$ cat config.mk
export PLATFORM = sky130hd
export DESIGN_NAME = legacy_nmi_port
export DESIGN_NICKNAME = d
export VERILOG_FILES = /design/src/rtl/nmi_port_pkg.sv /design/src/rtl/nmi_rst_sync.sv /design/src/rtl/nmi_refresh_tick.sv /design/src/rtl/nmi_src_latch.sv /design/src/rtl/legacy_nmi_port.sv
export SDC_FILE = /design/constraint.sdc
export NUM_CORES = 1
export LEC_CHECK = 0
export BUFFER_PORTS_ARGS = -buffer_cell sky130_fd_sc_hd__buf_2
export CORE_ASPECT_RATIO = 0.6
export CORE_MARGIN = 2
export CORE_UTILIZATION = 30
export CTS_BUF_LIST = sky130_fd_sc_hd__clkbuf_8
export CTS_CLUSTER_SIZE = 24
export DETAILED_ROUTE_END_ITERATION = 16
export PLACE_DENSITY = 0.54
export SETUP_SLACK_MARGIN = 0.15
export SLEW_MARGIN = 20
export SYNTH_ARGS = -nofsm -noshare
export SYNTH_HDL_FRONTEND = slang
export SYNTH_SLANG_ARGS = --single-unit
$ cat constraint.sdc
create_clock -name clk -period 1.6 [get_ports clk]
set_input_delay 0.32 -clock clk [delete_from_list [all_inputs] [get_ports clk]]
set_output_delay 0.32 -clock clk [all_outputs]
set_load 0.1 [all_outputs]
$ cat src/rtl/nmi_port_pkg.sv
package nmi_port_pkg;
  localparam int CTL_W         = 4;
  localparam int NSRC          = 2;
  localparam int GATE_BIT      = 0;
  localparam int SPK_BIT       = 1;
  localparam int DIS_BASE_BIT  = 2;   // bit 2 = system-error disable, bit 3 = I/O-check disable

  typedef struct packed {
    logic             serr_st;
    logic             iochk_st;
    logic             tmr_lvl;
    logic             ref_tog;
    logic [CTL_W-1:0] ctl;
  } nmi_byte_t;
endpackage

$ cat src/rtl/nmi_rst_sync.sv
module nmi_rst_sync #(
  parameter int STAGES = 2
) (
  input  logic clk,
  input  logic rst_n,
  output logic rst_sync_n
);
  logic [STAGES-1:0] sync_q, sync_d;

  always_comb sync_d = {sync_q[STAGES-2:0], 1'b1};

  always_ff @(posedge clk or negedge rst_n) begin
    if (!rst_n) sync_q <= '0;
    else        sync_q <= sync_d;
  end

  assign rst_sync_n = sync_q[STAGES-1];
endmodule

$ cat src/rtl/nmi_refresh_tick.sv
module nmi_refresh_tick #(
  parameter int CLK_HZ    = 100_000_000,
  parameter int PERIOD_NS = 15_000
) (
  input  logic clk,
  input  logic rst_n,
  output logic tog_o
);
  localparam longint TC_L  = (longint'(CLK_HZ) * longint'(PERIOD_NS)) / 64'd1_000_000_000 - 64'd1;
  localparam int     TC    = int'(TC_L);
  localparam int     CNT_W = (TC > 0) ? $clog2(TC + 1) : 1;
  localparam logic [CNT_W-1:0] TC_V = CNT_W'(TC);

  logic [CNT_W-1:0] cnt_q, cnt_d;
  logic             tog_q, tog_d;
  logic             wrap;

  always_comb begin
    wrap  = (cnt_q == TC_V);
    cnt_d = wrap ? '0 : cnt_q + CNT_W'(1);
    tog_d = tog_q ^ wrap;
  end

  always_ff @(posedge clk or negedge rst_n) begin
    if (!rst_n) begin
      cnt_q <= '0;
      tog_q <= 1'b0;
    end else begin
      cnt_q <= cnt_d;
      tog_q <= tog_d;
    end
  end

  assign tog_o = tog_q;

  // the bit only moves on the cycle the divider restarts
  a_r6_toggle_on_wrap: assert property (@(posedge clk) disable iff (!rst_n)
    (tog_q != $past(tog_q)) |-> (cnt_q == '0));
  a_r6_cnt_bound: assert property (@(posedge clk) disable iff (!rst_n)
    cnt_q <= TC_V);
endmodule

$ cat src/rtl/nmi_src_latch.sv
module nmi_src_latch (
  input  logic clk,
  input  logic rst_n,
  input  logic evt_i,
  input  logic dis_nxt_i,
  output logic st_o
);
  logic evt_q, st_q, st_d, rise;

  always_comb begin
    rise = evt_i & ~evt_q;
    st_d = dis_nxt_i ? 1'b0 : (st_q | rise);
  end

  always_ff @(posedge clk or negedge rst_n) begin
    if (!rst_n) begin
      evt_q <= 1'b0;
      st_q  <= 1'b0;
    end else begin
      evt_q <= evt_i;
      st_q  <= st_d;
    end
  end

  assign st_o = st_q;

  // sticky while the source stays enabled
  a_r4_sticky_hold: assert property (@(posedge clk) disable iff (!rst_n)
    (st_q && !dis_nxt_i) |=> st_q);
  // only a fresh rising edge can set the bit
  a_r4_set_on_edge: assert property (@(posedge clk) disable iff (!rst_n)
    $rose(st_q) |-> $past(evt_i && !evt_q));
  a_r4_disable_clears: assert property (@(posedge clk) disable iff (!rst_n)
    dis_nxt_i |=> !st_q);
endmodule

$ cat src/rtl/legacy_nmi_port.sv
module legacy_nmi_port
  import nmi_port_pkg::*;
#(
  parameter int          CLK_HZ     = 100_000_000,
  parameter int          REFRESH_NS = 15_000,
  parameter int          ADDR_W     = 8,
  parameter logic [ADDR_W-1:0] REG_ADDR = 8'h61
) (
  input  logic              clk,
  input  logic              rst_n,
  input  logic [ADDR_W-1:0] addr,
  input  logic              wr_en,
  input  logic [7:0]        wdata,
  output logic [7:0]        rdata,
  input  logic              serr_evt,
  input  logic              iochk_evt,
  input  logic              tmr2_out,
  output logic              spkr_out,
  output logic              tmr2_gate,
  output logic              nmi_req
);
  logic             rst_int_n;
  logic [CTL_W-1:0] ctl_q, ctl_d;
  logic             hit, wr_hit;
  logic [NSRC-1:0]  evt, dis_nxt, st;
  logic             tog;
  nmi_byte_t        rd_word;
  logic             wdata_unused;

  nmi_rst_sync #(.STAGES(2)) u_rst (
    .clk(clk), .rst_n(rst_n), .rst_sync_n(rst_int_n)
  );

  nmi_refresh_tick #(.CLK_HZ(CLK_HZ), .PERIOD_NS(REFRESH_NS)) u_tick (
    .clk(clk), .rst_n(rst_int_n), .tog_o(tog)
  );

  // control byte, next state then register
  always_comb begin
    hit    = (addr == REG_ADDR);
    wr_hit = wr_en & hit;
    ctl_d  = wr_hit ? wdata[CTL_W-1:0] : ctl_q;
  end

  always_ff @(posedge clk or negedge rst_int_n) begin
    if (!rst_int_n) ctl_q <= '0;
    else            ctl_q <= ctl_d;
  end

  assign wdata_unused = &{1'b0, wdata[7:CTL_W]};

  // source 0 = system error, source 1 = I/O check
  assign evt = {iochk_evt, serr_evt};

  generate
    for (genvar i = 0; i < NSRC; i++) begin : g_src
      assign dis_nxt[i] = ctl_d[DIS_BASE_BIT + i];
      nmi_src_latch u_latch (
        .clk(clk), .rst_n(rst_int_n), .evt_i(evt[i]),
        .dis_nxt_i(dis_nxt[i]), .st_o(st[i])
      );
    end
  endgenerate

  always_comb begin
    rd_word.serr_st  = st[0];
    rd_word.iochk_st = st[1];
    rd_word.tmr_lvl  = tmr2_out;
    rd_word.ref_tog  = tog;
    rd_word.ctl      = ctl_q;
    rdata            = hit ? rd_word : '0;
  end

  assign spkr_out  = ctl_q[SPK_BIT] & tmr2_out;
  assign tmr2_gate = ctl_q[GATE_BIT];
  assign nmi_req   = |st;

  // a matching write lands on the next edge
  a_r7_write_loads: assert property (@(posedge clk) disable iff (!rst_int_n)
    wr_hit |=> (ctl_q == $past(wdata[CTL_W-1:0])));
  // without a matching write the control bits hold
  a_r12_no_stray_write: assert property (@(posedge clk) disable iff (!rst_int_n)
    !wr_hit |=> $stable(ctl_q));
  // a disabled source never shows status
  a_r2_serr_held_clear: assert property (@(posedge clk) disable iff (!rst_int_n)
    ctl_q[DIS_BASE_BIT] |-> !rd_word.serr_st);
  a_r3_iochk_held_clear: assert property (@(posedge clk) disable iff (!rst_int_n)
    ctl_q[DIS_BASE_BIT+1] |-> !rd_word.iochk_st);
  // speaker silent unless enabled
  a_r9_spkr_gated: assert property (@(posedge clk) disable iff (!rst_int_n)
    !ctl_q[SPK_BIT] |-> !spkr_out);
endmodule

==> impl_metrics.py, run 1 <==
metrics = {
    "grt": {
        "grt_max_degree": 16,
        "grt_pass1_wl_mm": 3.46,
        "grt_overflow": 0,
        "grt_pass1_vias": 754,
        "grt_usage": 0.115,
        "antenna_found_initial": 0,
    },
    "power": {
        "clkPwrFrac": 0.325,
        "p_switching_w": 0.000238,
        "sw_frac_of_total": 0.230,
        "powerDensity_nw_per_um2": 653,
        "pwr-share-seq": 0.567,
        "ir_drop_mv": 0.375,
        "power_frac_comb": 0.109,
        "p_leak_nw": 0.736,
        "p_int_w": 0.000797,
    },
    "timing": {
        "setup_viol": 0,
        "slew_violations": 0,
        "period_needed_ps": 1550,
        "period_share": 0.966,
        "rsz0062_at_grt": "yes",
        "finalHoldViolCount": 0,
        "setup_tns_ps": 0,
        "setup_ws_ps": 54.7,
        "fmax_ghz": 0.647,
        "clock-skew-final_ps": 0.964,
    },
    "finish": {
        "fillCellCount": 302,
        "fin_nets": 156,
        "multiInputGateArea_um2": 526,
        "diodes": 0,
        "most-common-layout-cells": "dfrtp_1 (21), buf_2 (16), buf_12 (9)",
        "area_growth_syn_to_layout_pct": 56.1,
        "drive_gt1_frac": 0.485,
        "seq_area_um2": 552,
        "layout.cells.most_common": "dfrtp_1",
    },
    "detailed_routing": {
        "drt-initial-drc-count": 32,
        "drc": 0,
        "final_antenna_net_count": 0,
        "wire_per_inst_um": 12.4,
        "vias": 801,
        "drt-pass1-iter-count": 4,
        "routed_via_density": 4.53,
        "routed_wl_mm": 2.20,
    },
    "cts": {
        "ctsRootBufferMaster": "clkbuf_8",
        "cts_made_buffers": 3,
        "clock_path_buffers": 2,
        "cts_tree": "yes",
        "clock_sinks": 22,
        "insertion_delay_ps": 260,
        "cts.htree.levels": 1,
        "clk_pin_slew_ps": 70,
    },
    "synthesis": {
        "synthDistinctLibCells": 30,
        "ys.warnings.count": 0,
        "synth-seq-area-share": 0.543,
        "synth_top_area_cell": "dfrtp_1",
        "synth_nets": 112,
        "syn_inst": 89,
        "synth_area_um2": 1010,
        "synth.ff_latch_count": 22,
        "synth_top_area_frac": 0.543,
        "synthTopCellsByArea": "dfrtp_1 (54%), and3_1 (4.9%), xnor2_1 (4.3%)",
        "synth_area_per_cell_um2": 11.4,
    },
    "placed_design": {
        "place_congestion": 0.806,
        "post-place-ws_ps": 16.4,
        "io_buffers": 28,
        "dp_hpwl_mm": 1.53,
    },
    "floorplanning": {
        "rows": 16,
        "die-area_um2": 3880,
        "die_height_um": 49.1,
        "ios": 33,
        "core-area_um2": 3240,
        "die_w_um": 79.1,
        "initial_core_util": 0.313,
    },
    "worst_hold_path": {
        "hold_path.class": "reg2async",
    },
    "job": {
        "drv_cap": 0,
    },
    "critical_path": {
        "reg2reg_to": "u_tick.cnt_q[10]$_DFF_PN0_",
        "r2r_cells": 5,
        "cp-end-kind": "primary output",
        "worstPathArrival_ps": 1230,
        "path_max_fanout": 9,
        "reg2reg_slack_ps": 150,
        "crit_type": "in2out",
        "r2r-start": "u_tick.cnt_q[0]$_DFF_PN0_",
        "cp-start-kind": "input pin",
        "required_ps": 1280,
    },
    "outcome": {
        "status": "complete, no violations",
    },
}
## synthesized netlist by cell type
cell	number
and3_1	8
or2_2	1
a21oi_1	2
o211a_1	1
nand3_2	1
dfrtp_1	22
nor4b_4	1
nand4_1	1
inv_1	5
a22o_1	1
nand3b_1	1
o21ai_0	3
nor2_2	2
xnor2_1	5
nor2_1	8
nand3_1	5
and2_1	1
and4bb_2	1
nor2b_1	3
ha_1	1
o311ai_0	1
nor3_2	1
mux2_4	2
nand2_1	2
nand4bb_1	1
conb_1	1
xor2_1	2
mux2_2	2
nor3_1	3
a221o_1	1
## timing repair
item                                    CTS  global route
gates resized for setup                   8            10
buffers inserted                          3             2
hold buffers                              1             0
endpoints found under the hold margin     2             0
endpoints found under the setup margin   12            10
pin swaps                                 1             4
## power by group through the flow
stage	Sequential [W]	Combinational, W	Clock [W]
after global routing	0.000588	0.000123	0.000386
after floorplan	0.000609	0.0000416	0
after detailed placement	0.000598	0.0000923	0
after global placement	0.000598	0.0000908	0
after CTS	0.000586	0.000109	0.000355
final	0.000586	0.000112	0.000336
## area by class of cell
cell class	instances	area share
Sequential cell	22	0.348
Inverter	5	0.0118
Clock buffer	3	0.0261
Tap cell	45	0.0355
Multi-Input combinational cell	62	0.332
Clock inverter	1	0.00237
Timing Repair Buffer	39	0.244
## registers in the layout, indices dropped and copies added (netlist names)
signal,cells
u_rst.sync_q,2
u_tick.tog_o,1
u_tick.cnt_q,11
ctl_q,4
g_src.u_latch.st_o,2
g_src.u_latch.evt_q,2
## worst max path at each step
stage | end | startpoint | slack [ps]
final | rdata[3] | addr[1] | 50
after global routing | rdata[4] | addr[1] | 10
after CTS | rdata[2] | addr[1] | 40
after detailed placement | rdata[2] | addr[1] | 20
after global placement | rdata[6] | addr[1] | 20
after floorplan | rdata[0] | addr[1] | 70
## routing by layer
layer / global-route usage / routed length (um) / vias to the layer above
met2: 0.171 / 1070 / 17
met3: 0.0426 / 88 / 2
met4: 0.0345 / 20 / 0
met1: 0.158 / 1020 / 387
met5: 0 / 0 / -
li1: - / - / 395
## metrics by stage
stage          cells  hold WS (ps)  instance area [um^2]  total power [W]   util
2_1_floorplan     89          24.4                  1060         0.000650      -
3_3_place_gp     167          86.9                  1410         0.000688  0.436
3_5_place_dp     167          93.8                  1410         0.000690  0.436
4_1_cts          175          97.9                  1520          0.00105  0.470
5_1_grt          177           116                  1580          0.00110  0.488
6_report         177          87.0                  1580          0.00103  0.488
## critical path, stage by stage
cell     delay, ps
buf_6          100
nor4b_4        270
buf_6          170
and3_4         200
buf_12         170
## logic make-up (layout without fill, tap and decap cells)
group,after synthesis,count (layout),synth area share
buffers and inverters,5,48,0.0185
adders and majority gates,1,1,0.0123
muxes,4,4,0.0518
AOI/OAI and AO/OA,9,9,0.0617
DFF,22,22,0.543
other,1,1,0.00370
and+or+nand+nor,40,40,0.249
xor gates and xnor gates,7,7,0.0604
Note: power is estimated with default switching activity, not from simulation.
==> run 2: changes to the inputs <==
--- a/config.mk
+++ b/config.mk
@@ -8,11 +8,11 @@
 export BUFFER_PORTS_ARGS = -buffer_cell sky130_fd_sc_hd__buf_2
 export CORE_ASPECT_RATIO = 0.6
 export CORE_MARGIN = 2
-export CORE_UTILIZATION = 30
+export CORE_UTILIZATION = 40
 export CTS_BUF_LIST = sky130_fd_sc_hd__clkbuf_8
 export CTS_CLUSTER_SIZE = 24
 export DETAILED_ROUTE_END_ITERATION = 16
-export PLACE_DENSITY = 0.54
+export PLACE_DENSITY = 0.67
 export SETUP_SLACK_MARGIN = 0.15
 export SLEW_MARGIN = 20
 export SYNTH_ARGS = -nofsm -noshare
==> run 2 against run 1 <==
Compared with the run above:
- clock skew grew 0.51 ps
- maximum frequency down 0.36%
- core utilization increased by 15 points
- total power increased by 6.3%
- worst setup slack got worse by 5.5 ps
- via count rose by 3.4%
- combinational power is 6% higher
- design area fell by 0.79%
- clock power up 17%
- worst hold slack improved by 0.91 ps
- critical path type unchanged
==> impl_metrics.py, run 2 (synthesis gave the netlist of run 1 again) <==
metrics = {
    "outcome": {
        "status": "complete, no violations",
    },
    "timing": {
        "clock-skew-final_ps": 1.48,
        "setup_viol": 0,
        "rsz0062_at_grt": "yes",
        "fmax_ghz": 0.645,
        "finalHoldViolCount": 0,
        "period_needed_ps": 1550,
        "finalHoldWorstSlack_ps": 87.9,
        "setup_ws_ps": 49.2,
        "slew_violations": 0,
        "period_share": 0.969,
    },
    "floorplanning": {
        "die_height_um": 43.0,
        "core-area_um2": 2450,
        "rows": 14,
        "ios": 33,
        "initial_core_util": 0.414,
        "die_w_um": 69.0,
        "die-area_um2": 2970,
    },
    "finish": {
        "fin_nets": 158,
        "drive_gt1_frac": 0.500,
        "layout.cells.most_common": "dfrtp_1",
        "area_growth_syn_to_layout_pct": 54.9,
        "multiInputGateArea_um2": 512,
        "most-common-layout-cells": "dfrtp_1 (21), buf_2 (16), buf_4 (12)",
        "fillCellCount": 195,
        "seq_area_um2": 552,
        "finalInstanceArea_um2": 1570,
        "utilization": 0.641,
        "top_regs": "u_tick.cnt_q (11), ctl_q (4)",
        "top_register": "u_tick.cnt_q",
        "largest_register_ffs": 11,
        "diodes": 0,
    },
    "worst_hold_path": {
        "hold_path.class": "reg2async",
    },
    "critical_path": {
        "required_ps": 1280,
        "crit_start": "addr[1]",
        "crit_end": "rdata[0]",
        "cp-start-kind": "input pin",
        "cpMostUsedCell": "buf_6",
        "r2r-start": "u_tick.cnt_q[1]$_DFF_PN0_",
        "path_max_fanout": 9,
        "cp-end-kind": "primary output",
        "cp_cell_sequence": "buf_6 -> nor4b_4 -> buf_6 -> and3_4 -> buf_12",
        "reg2reg_slack_ps": 190,
        "r2r_cells": 5,
        "slowest_delay_ps": 280,
        "cp_slowest_cell": "nor4b_4",
        "worstPathArrival_ps": 1230,
        "reg2reg_to": "u_tick.cnt_q[10]$_DFF_PN0_",
        "crit_type": "in2out",
    },
    "detailed_routing": {
        "vias": 828,
        "final_antenna_net_count": 0,
        "drt-pass1-iter-count": 4,
        "drc": 0,
        "drt-initial-drc-count": 58,
        "routed_wl_mm": 2.36,
        "wire_per_inst_um": 14.2,
        "routed_via_density": 4.99,
    },
    "power": {
        "powerDensity_nw_per_um2": 700,
        "p_leak_nw": 0.729,
        "power_frac_comb": 0.108,
        "pwr-share-seq": 0.533,
        "p_switching_w": 0.000249,
        "p_int_w": 0.000850,
        "clkPwrFrac": 0.358,
        "sw_frac_of_total": 0.227,
        "ir_drop_mv": 0.483,
    },
    "placed_design": {
        "io_buffers": 28,
        "post-place-ws_ps": -10.7,
        "place_congestion": 0.822,
        "dpl_cell_area_um2": 1400,
        "dp_hpwl_mm": 1.77,
    },
    "grt": {
        "grt_pass1_vias": 832,
        "top_usage_layer": "met2",
        "grt_max_degree": 16,
        "use_met1": 0.206,
        "grt_overflow": 0,
        "grt_pass1_wl_mm": 3.87,
        "antenna_found_initial": 0,
        "grt_usage": 0.179,
        "grt_use_met3": 0.0713,
        "use_met2": 0.283,
    },
    "cts": {
        "cts_tree": "yes",
        "insertion_delay_ps": 260,
        "cts_made_buffers": 3,
        "cts.htree.levels": 1,
        "clk_pin_slew_ps": 70,
        "ctsRootBufferMaster": "clkbuf_8",
        "clock_path_buffers": 2,
        "clock_sinks": 22,
    },
    "job": {
        "drv_cap": 0,
    },
}
==> run 2: final cells by class <==
cell class | count | area share
tap | 32 | 0.0255
timing repair buffer | 41 | 0.251
clock buffer | 4 | 0.0350
sequential | 22 | 0.351
inverter | 5 | 0.0119
multi-input combinational | 62 | 0.326
==> run 2: stage by stage <==
stage               total power (W)  TNS, ps  instances
global placement           0.000687        0        154
CTS                         0.00111        0        163
finish                      0.00110        0        166
global route                0.00115        0        166
floorplan                  0.000650        0         89
detailed placement         0.000692    -44.6        154
==> run 2: repair_timing <==
item / CTS / global route
hold buffers: 1 / 0
resized for setup: 9 / 8
pin swaps: 1 / 2
buffers inserted: 4 / 3
endpoints found under the hold margin: 2 / 0
setup endpoints to repair: 12 / 12
==> run 2: worst min-delay path by stage <==
stage	startpoint	endpoint	slack, ps	cells past startpoint
3_3_place_gp	u_rst.sync_q[1]$_DFF_PN0_	u_tick.cnt_q[2]$_DFF_PN0_	80	0
6_report	u_rst.sync_q[1]$_DFF_PN0_	ctl_q[0]$_DFFE_PN0N_	90	0
3_5_place_dp	u_rst.sync_q[1]$_DFF_PN0_	ctl_q[1]$_DFFE_PN0N_	90	0
5_1_grt	u_rst.sync_q[1]$_DFF_PN0_	ctl_q[1]$_DFFE_PN0N_	120	0
4_1_cts	u_rst.sync_q[1]$_DFF_PN0_	ctl_q[1]$_DFFE_PN0N_	100	0
2_1_floorplan	rst_n	u_rst.sync_q[0]$_DFF_PN0_	20	0
==> run 2: layer usage <==
layer  share of wire  wire [um]
met2            0.50       1180
met3           0.050        119
met1            0.44       1030
met5               0          0
met4           0.013         31
==> run 2: power by group through the flow <==
stage / clock network [W] / logic [W] / registers, W
finish: 0.000394 / 0.000119 / 0.000586
global route: 0.000435 / 0.000129 / 0.000590
CTS: 0.000408 / 0.000116 / 0.000587
detailed placement: 0 / 0.0000929 / 0.000599
global placement: 0 / 0.0000902 / 0.000597
floorplan: 0 / 0.0000416 / 0.000609
==> run 2: worst max-delay path: cells and delay by family <==
kind	cells	cell delay [ps]
buf+inv	3	430
simple gates	2	480
